[config.mk]
export PLATFORM = sky130hd
export DESIGN_NAME = sadc_seq
export DESIGN_NICKNAME = d
export VERILOG_FILES = /design/src/rtl/sadc_pkg.sv /design/src/rtl/sadc_clkgen.sv /design/src/rtl/sadc_eoc_edge.sv /design/src/rtl/sadc_rd_fsm.sv /design/src/rtl/sadc_seq.sv
export SDC_FILE = /design/constraint.sdc
export NUM_CORES = 1
export LEC_CHECK = 0
export BUFFER_PORTS_ARGS = -buffer_cell sky130_fd_sc_hd__buf_2
export CORE_MARGIN = 10
export CORE_UTILIZATION = 40
export DETAILED_ROUTE_END_ITERATION = 8
export PLACE_DENSITY = 0.64
export RECOVER_POWER = 100
export SYNTH_ARGS = -nofsm -noshare
export SYNTH_HDL_FRONTEND = slang
export SYNTH_SLANG_ARGS = --single-unit
[constraint.sdc]
create_clock -name clk -period 2.48 [get_ports clk]
set_input_delay 0 -clock clk [delete_from_list [all_inputs] [get_ports clk]]
set_output_delay 0 -clock clk [all_outputs]
set_load 0.1 [all_outputs]
[src/rtl/sadc_pkg.sv]
package sadc_pkg;

    localparam int NUM_CH = 6;
    localparam int CH_W   = 3;

    typedef enum logic [2:0] {
        ST_INIT,
        ST_IDLE,
        ST_PRST,
        ST_HOLD,
        ST_WAIT,
        ST_SETUP,
        ST_STROBE,
        ST_RECOV
    } seq_state_e;

endpackage

[src/rtl/sadc_clkgen.sv]
module sadc_clkgen #(
    parameter int CLK_DIV = 12,
    parameter int CLK_HI  = 6
) (
    input  logic clk,
    input  logic rst_n,
    output logic conv_clk
);
    localparam int CW = $clog2(CLK_DIV + 1);

    typedef struct packed {
        logic [CW-1:0] cnt;
        logic          ck;
    } cg_t;

    cg_t r_q, r_d;

    always_comb begin
        r_d = r_q;
        if (r_q.cnt == CW'(CLK_DIV - 1)) r_d.cnt = '0;
        else                             r_d.cnt = r_q.cnt + 1'b1;
        r_d.ck = (r_d.cnt < CW'(CLK_HI));
    end

    always_ff @(posedge clk or negedge rst_n) begin
        if (!rst_n) begin
            r_q.cnt <= CW'(CLK_DIV - 1);
            r_q.ck  <= 1'b0;
        end else begin
            r_q <= r_d;
        end
    end

    assign conv_clk = r_q.ck;

    assert_cnt_range_R2: assert property (@(posedge clk) disable iff (!rst_n)
        r_q.cnt < CW'(CLK_DIV));

endmodule

[src/rtl/sadc_eoc_edge.sv]
module sadc_eoc_edge (
    input  logic clk,
    input  logic rst_n,
    input  logic eoc_n_async,
    output logic eoc_fall
);
    typedef struct packed {
        logic s1;
        logic s2;
        logic prev;
    } sy_t;

    sy_t r_q, r_d;

    always_comb begin
        r_d      = r_q;
        r_d.s1   = eoc_n_async;
        r_d.s2   = r_q.s1;
        r_d.prev = r_q.s2;
    end

    always_ff @(posedge clk or negedge rst_n) begin
        if (!rst_n) r_q <= '{s1: 1'b1, s2: 1'b1, prev: 1'b1};
        else        r_q <= r_d;
    end

    assign eoc_fall = r_q.prev & ~r_q.s2;

    assert_edge_single_R5: assert property (@(posedge clk) disable iff (!rst_n)
        eoc_fall |=> !eoc_fall);

endmodule

[src/rtl/sadc_rd_fsm.sv]
module sadc_rd_fsm
    import sadc_pkg::*;
#(
    parameter int DATA_W       = 16,
    parameter int SETTLE_CYC   = 16,
    parameter int RST_LOW_CYC  = 4,
    parameter int HOLD_LOW_CYC = 2,
    parameter int SETUP_CYC    = 1,
    parameter int STROBE_CYC   = 3,
    parameter int RECOV_CYC    = 2
) (
    input  logic              clk,
    input  logic              rst_n,
    input  logic              start,
    input  logic              eoc_fall,
    input  logic [DATA_W-1:0] bus_data,
    output logic              busy,
    output logic              conv_rst_n,
    output logic              hold_n,
    output logic              cs_n,
    output logic              rd_n,
    output logic [CH_W-1:0]   word_idx,
    output logic              out_valid,
    output logic              out_last,
    output logic [DATA_W-1:0] out_data
);
    localparam int MAXC = SETTLE_CYC + RST_LOW_CYC + HOLD_LOW_CYC
                        + SETUP_CYC + STROBE_CYC + RECOV_CYC;
    localparam int CNT_W = $clog2(MAXC + 1);
    localparam logic [CH_W-1:0] LAST_W = CH_W'(NUM_CH - 1);

    typedef struct packed {
        seq_state_e        st;
        logic [CNT_W-1:0]  cnt;
        logic [CH_W-1:0]   word;
        logic              crst_n;
        logic              hold_n;
        logic              cs_n;
        logic              rd_n;
        logic              busy;
        logic              valid;
        logic              last;
        logic [DATA_W-1:0] data;
    } fsm_t;

    fsm_t r_q, r_d;

    always_comb begin
        r_d       = r_q;
        r_d.valid = 1'b0;
        r_d.last  = 1'b0;
        r_d.cnt   = r_q.cnt + 1'b1;
        unique case (r_q.st)
            ST_INIT: begin
                if (r_q.cnt == CNT_W'(SETTLE_CYC - 1)) begin
                    r_d.st   = ST_IDLE;
                    r_d.busy = 1'b0;
                    r_d.cnt  = '0;
                end
            end
            ST_IDLE: begin
                r_d.cnt = '0;
                if (start) begin
                    r_d.st     = ST_PRST;
                    r_d.busy   = 1'b1;
                    r_d.crst_n = 1'b0;
                end
            end
            ST_PRST: begin
                if (r_q.cnt == CNT_W'(RST_LOW_CYC - 1)) begin
                    r_d.st     = ST_HOLD;
                    r_d.cnt    = '0;
                    r_d.crst_n = 1'b1;
                    r_d.hold_n = 1'b0;
                end
            end
            ST_HOLD: begin
                if (r_q.cnt == CNT_W'(HOLD_LOW_CYC - 1)) begin
                    r_d.st     = ST_WAIT;
                    r_d.cnt    = '0;
                    r_d.hold_n = 1'b1;
                end
            end
            ST_WAIT: begin
                r_d.cnt = '0;
                if (eoc_fall) begin
                    r_d.st   = ST_SETUP;
                    r_d.word = '0;
                    r_d.cs_n = 1'b0;
                end
            end
            ST_SETUP: begin
                if (r_q.cnt == CNT_W'(SETUP_CYC - 1)) begin
                    r_d.st   = ST_STROBE;
                    r_d.cnt  = '0;
                    r_d.rd_n = 1'b0;
                end
            end
            ST_STROBE: begin
                if (r_q.cnt == CNT_W'(STROBE_CYC - 2)) begin
                    r_d.valid = 1'b1;
                    r_d.last  = (r_q.word == LAST_W);
                    r_d.data  = bus_data;
                end
                if (r_q.cnt == CNT_W'(STROBE_CYC - 1)) begin
                    r_d.st   = ST_RECOV;
                    r_d.cnt  = '0;
                    r_d.rd_n = 1'b1;
                end
            end
            ST_RECOV: begin
                if (r_q.cnt == CNT_W'(RECOV_CYC - 1)) begin
                    r_d.cnt = '0;
                    if (r_q.word == LAST_W) begin
                        r_d.st   = ST_IDLE;
                        r_d.cs_n = 1'b1;
                        r_d.busy = 1'b0;
                    end else begin
                        r_d.st   = ST_SETUP;
                        r_d.word = r_q.word + 1'b1;
                    end
                end
            end
            default: r_d.st = ST_IDLE;
        endcase
    end

    always_ff @(posedge clk or negedge rst_n) begin
        if (!rst_n) begin
            r_q        <= '0;
            r_q.st     <= ST_INIT;
            r_q.crst_n <= 1'b1;
            r_q.hold_n <= 1'b1;
            r_q.cs_n   <= 1'b1;
            r_q.rd_n   <= 1'b1;
            r_q.busy   <= 1'b1;
        end else begin
            r_q <= r_d;
        end
    end

    assign busy       = r_q.busy;
    assign conv_rst_n = r_q.crst_n;
    assign hold_n     = r_q.hold_n;
    assign cs_n       = r_q.cs_n;
    assign rd_n       = r_q.rd_n;
    assign word_idx   = r_q.word;
    assign out_valid  = r_q.valid;
    assign out_last   = r_q.last;
    assign out_data   = r_q.data;

    assert_rd_needs_cs_R6: assert property (@(posedge clk) disable iff (!rst_n)
        !rd_n |-> !cs_n);
    assert_valid_in_strobe_R7: assert property (@(posedge clk) disable iff (!rst_n)
        out_valid |-> !rd_n);
    assert_rd_rises_after_valid_R7: assert property (@(posedge clk) disable iff (!rst_n)
        out_valid |=> rd_n);
    assert_last_with_ch5_R8: assert property (@(posedge clk) disable iff (!rst_n)
        out_last |-> (out_valid && word_idx == LAST_W));
    assert_hold_only_busy_R4: assert property (@(posedge clk) disable iff (!rst_n)
        !hold_n |-> busy);
    assert_no_reset_with_hold_R3: assert property (@(posedge clk) disable iff (!rst_n)
        !(!hold_n && !conv_rst_n));
    assert_chan_range_R10: assert property (@(posedge clk) disable iff (!rst_n)
        out_valid |-> (word_idx < CH_W'(NUM_CH)));

endmodule

[src/rtl/sadc_seq.sv]
module sadc_seq
    import sadc_pkg::*;
#(
    parameter int DATA_W       = 16,
    parameter int CLK_DIV      = 12,
    parameter int CLK_HI       = 6,
    parameter int SETTLE_CYC   = 16,
    parameter int RST_LOW_CYC  = 4,
    parameter int HOLD_LOW_CYC = 2,
    parameter int SETUP_CYC    = 1,
    parameter int STROBE_CYC   = 3,
    parameter int RECOV_CYC    = 2
) (
    input  logic              clk,
    input  logic              rst_n,
    input  logic              start,
    output logic              busy,
    output logic              adc_clk,
    output logic              adc_rst_n,
    output logic              adc_hold_n,
    input  logic              adc_eoc_n,
    output logic              adc_cs_n,
    output logic              adc_rd_n,
    output logic [2:0]        adc_addr,
    input  logic [DATA_W-1:0] adc_data,
    output logic              smp_valid,
    output logic              smp_last,
    output logic [2:0]        smp_chan,
    output logic [DATA_W-1:0] smp_data
);
    logic            eoc_fall;
    logic [CH_W-1:0] idx;

    sadc_clkgen #(.CLK_DIV(CLK_DIV), .CLK_HI(CLK_HI)) clkgen_i (
        .clk(clk), .rst_n(rst_n), .conv_clk(adc_clk)
    );

    sadc_eoc_edge eoc_i (
        .clk(clk), .rst_n(rst_n), .eoc_n_async(adc_eoc_n), .eoc_fall(eoc_fall)
    );

    sadc_rd_fsm #(
        .DATA_W(DATA_W), .SETTLE_CYC(SETTLE_CYC), .RST_LOW_CYC(RST_LOW_CYC),
        .HOLD_LOW_CYC(HOLD_LOW_CYC), .SETUP_CYC(SETUP_CYC),
        .STROBE_CYC(STROBE_CYC), .RECOV_CYC(RECOV_CYC)
    ) fsm_i (
        .clk(clk), .rst_n(rst_n), .start(start), .eoc_fall(eoc_fall),
        .bus_data(adc_data), .busy(busy), .conv_rst_n(adc_rst_n),
        .hold_n(adc_hold_n), .cs_n(adc_cs_n), .rd_n(adc_rd_n),
        .word_idx(idx), .out_valid(smp_valid), .out_last(smp_last),
        .out_data(smp_data)
    );

    assign adc_addr = idx;
    assign smp_chan = idx;

endmodule

==> results.yml <==
run_status:
  outcome: "complete, no violations"
logic_synthesis:
  top_area_cells_in_the_synthesized_netlist: "dfrtp_1, dfstp_2, mux2_2, buf_4, ha_1"
  dominantRegCellSynth: "dfrtp_1"
  synth_sequential_area_ratio: 0.483
  synth_seq_cells: 42
  post_synth_instance_area_um2: 2200
  synth_top_area_frac: 0.352
  syn_nets: 235
  synthCells: 206
  post_synth.cell_area_avg_um2: 10.7
  post-synth-top-area-cell: "dfrtp_1"
  number_of_enable_type_register_cells_in_the_synthesized_netlist: 0
  synth.yosys.warnings: 0
  synth.lib_cells_used.distinct: 40
  postSynth.asyncResetShare: 1.00
cts:
  tritoncts_num_sinks: 42
  clock-root-buffer: "clkbuf_8"
  htree_num_levels: 2
  cts_buffer_depth: 2
  clock_insertion_delay_worst_skew_ns: 0.30
  tritoncts.num_buffers: 5
  post_cts.resized_instances: 0
  cts.clk_slew.worst_paths_ns: 0.09
  cts_tree: "yes"
global_route:
  track_usage: 0.110
  grt_max_degree: 43
  grt_pass1_wl_um: 8020
  grt_overflow: 0
  number_of_antenna_violations_at_the_first_check_in_global_routing: 0
  first_global_vias: 1745
cells_and_area:
  antenna_diode_count: 0
  final_layout_size_suffix_gt1_frac: 0.233
  nets: 286
  finalCoreUtilization: 0.500
  flow.area_growth_from_synthesis_pct: 18.7
  most_common_library_cell_in_the_layout_ignoring_fill_and_taps: "clkbuf_1"
  mostFrequentLayoutCells: "clkbuf_1, dfrtp_1, nand2_1, dlygate4sd3_1, buf_2"
  final_instance_area_um2: 2620
sta:
  report.final.setup_viol: 0
  layout_worst_path_cycle_share: 0.876
  worst_clock_skew_ns: 0.0130
  finalSetupTns_ns: 0
  grt_setup_unrepaired: "false"
  finalMaxSlewViolations: 0
  slew_headroom: 0.197
  whs_ns: 0.348
  timing_hold_violations_final: 0
  achievable_clock_frequency_mhz: 460
  worst_slew_pin_slew_ns: 1.21
  fin_crit_ns: 2.17
critical_path:
  critical_path_required_ns: 2.67
  critical_path.endpoint_type: "flop"
  timing_worst_setup_path_type: "flop to flop"
  arrival_ns: 2.37
  r2r_cells: 8
  worstPathMaxFanout: 5
  worstSetupStartpointType: "flop"
detailed_routing:
  drt-total-wl_um: 4550
  route.layer.met1.wl_um: 1860
  drtPass1Iterations: 4
  route.vias.total: 1616
  route.met3.wl_um: 420
  initialDrtViolationCount: 99
  drc: 0
  top_layer: "met4"
  drt-wirelength-per-cell_um: 13.9
  route.met2.wl_um: 2240
  route.detailed.vias_per_inst: 4.93
  antenna_left: 0
placement:
  gp_congestion: 0.810
  hpwl_um: 3290
  port_buffers: 49
  detailed_place.area_um2: 2360
pwr:
  p_total_uw: 2960
  maximum_vdd_ir_drop_mv: 0.653
  power_leakage_uw: 0.00114
  powerDensity_nw_per_um2: 1130
worst_hold_path:
  worstHoldPathType: "primary input to flop"
  whs_path_depth: 2
flow_run:
  cap_viol_max_count: 0
die:
  core-area_um2: 5240
  die_h_um: 94.2
  die_width_um: 94.2
  dieArea_um2: 8880
  floorplan.rows: 26
  num_io_pins: 50
  floorplan.initialDensity: 0.421
[synth_stat cells (2+ instances only)]
library cell / number
mux2i_1: 2
o31ai_1: 2
nor3_1: 3
nor2b_1: 2
inv_1: 10
o2bb2ai_1: 2
o32ai_1: 2
a31oi_1: 3
nor3_4: 3
nor2_1: 13
a41oi_1: 2
dfstp_2: 11
nand3b_1: 2
buf_2: 4
buf_4: 22
a21oi_1: 11
nand2_1: 21
ha_1: 9
mux2_2: 17
o21ai_0: 10
xor2_1: 2
nand3_1: 2
buf_6: 2
dfrtp_1: 31
nand2b_1: 3
[layer usage]
layer	vias to the layer above	global-route usage
met3	4	0.0464
met2	50	0.179
met4	0	0.0228
met5	-	0
li1	790	-
met1	772	0.130
[worst paths after layout]
kind	start	endpoint	slack, ns
min reg2reg	eoc_i.r_d[1]	eoc_i.r_d[0]	0.36
max in group asynchronous	rst_n	fsm_i.r_q[29]	1.47
max	fsm_i.r_q[26]	fsm_i.r_q[33]	0.31
max reg2reg	fsm_i.r_q[26]	fsm_i.r_q[33]	0.31
min	adc_eoc_n	eoc_i.r_d[1]	0.35
min in group asynchronous	rst_n	fsm_i.r_q[30]	0.40
[cell type report]
type                       instances  area [µm²]
clock inverter                     3        43.8
inverter                          10        37.5
sequential                        42        1060
tap                               70        87.6
multi-input combinational        125         891
timing repair buffer              73         424
clock buffer                       5        68.8
fill                             491        2620
[state kept, by name, summed over array words and instances, names as in the netlist]
signal	flops
clkgen_i.conv_clk	1
clkgen_i.r_q	4
eoc_i.r_d	2
eoc_i.r_q	1
fsm_i.busy	1
fsm_i.conv_rst_n	1
fsm_i.cs_n	1
fsm_i.hold_n	1
fsm_i.out_data	16
fsm_i.out_last	1
fsm_i.out_valid	1
fsm_i.r_q	8
fsm_i.rd_n	1
fsm_i.word_idx	3
[report_power, final]
group | switching (µW) | internal [µW]
clock network | 241 | 302
logic | 1080 | 354
registers | 152 | 828
[critical path, stage by stage, from the launching register on]
cell	delay [ns]
dfrtp_1	0.41
ha_1	0.24
and3_2	0.21
ha_1	0.19
nand2b_1	0.07
a32o_1	0.29
a21oi_1	0.13
or3b_1	0.36
a22o_1	0.19
[per-stage QoR]
step	setup WS, ns	instances
2_1_floorplan	0.469	206
3_3_place_gp	0.391	301
5_1_grt	0.151	328
3_5_place_dp	0.313	301
4_1_cts	0.296	328
6_report	0.307	328
[cells by family (layout without fill, tap and decap cells)]
logic type,after synthesis,in the layout,share of synthesized area
AND/OR/NAND/NOR,54,54,0.128
buffers and inverters,39,91,0.113
AO/OA/AOI/OAI,40,40,0.117
adder cells (fa/ha/maj),9,9,0.0511
flip-flops,42,42,0.483
XOR/XNOR,3,3,0.0119
multiplexers,19,19,0.0959
[timing repair]
item | 4_1_cts | 5_1_grt
endpoints found under the hold margin | 49 | 0
setup buffers | 0 | 0
hold buffers | 19 | 0
Note: power is estimated with default switching activity, not from simulation.
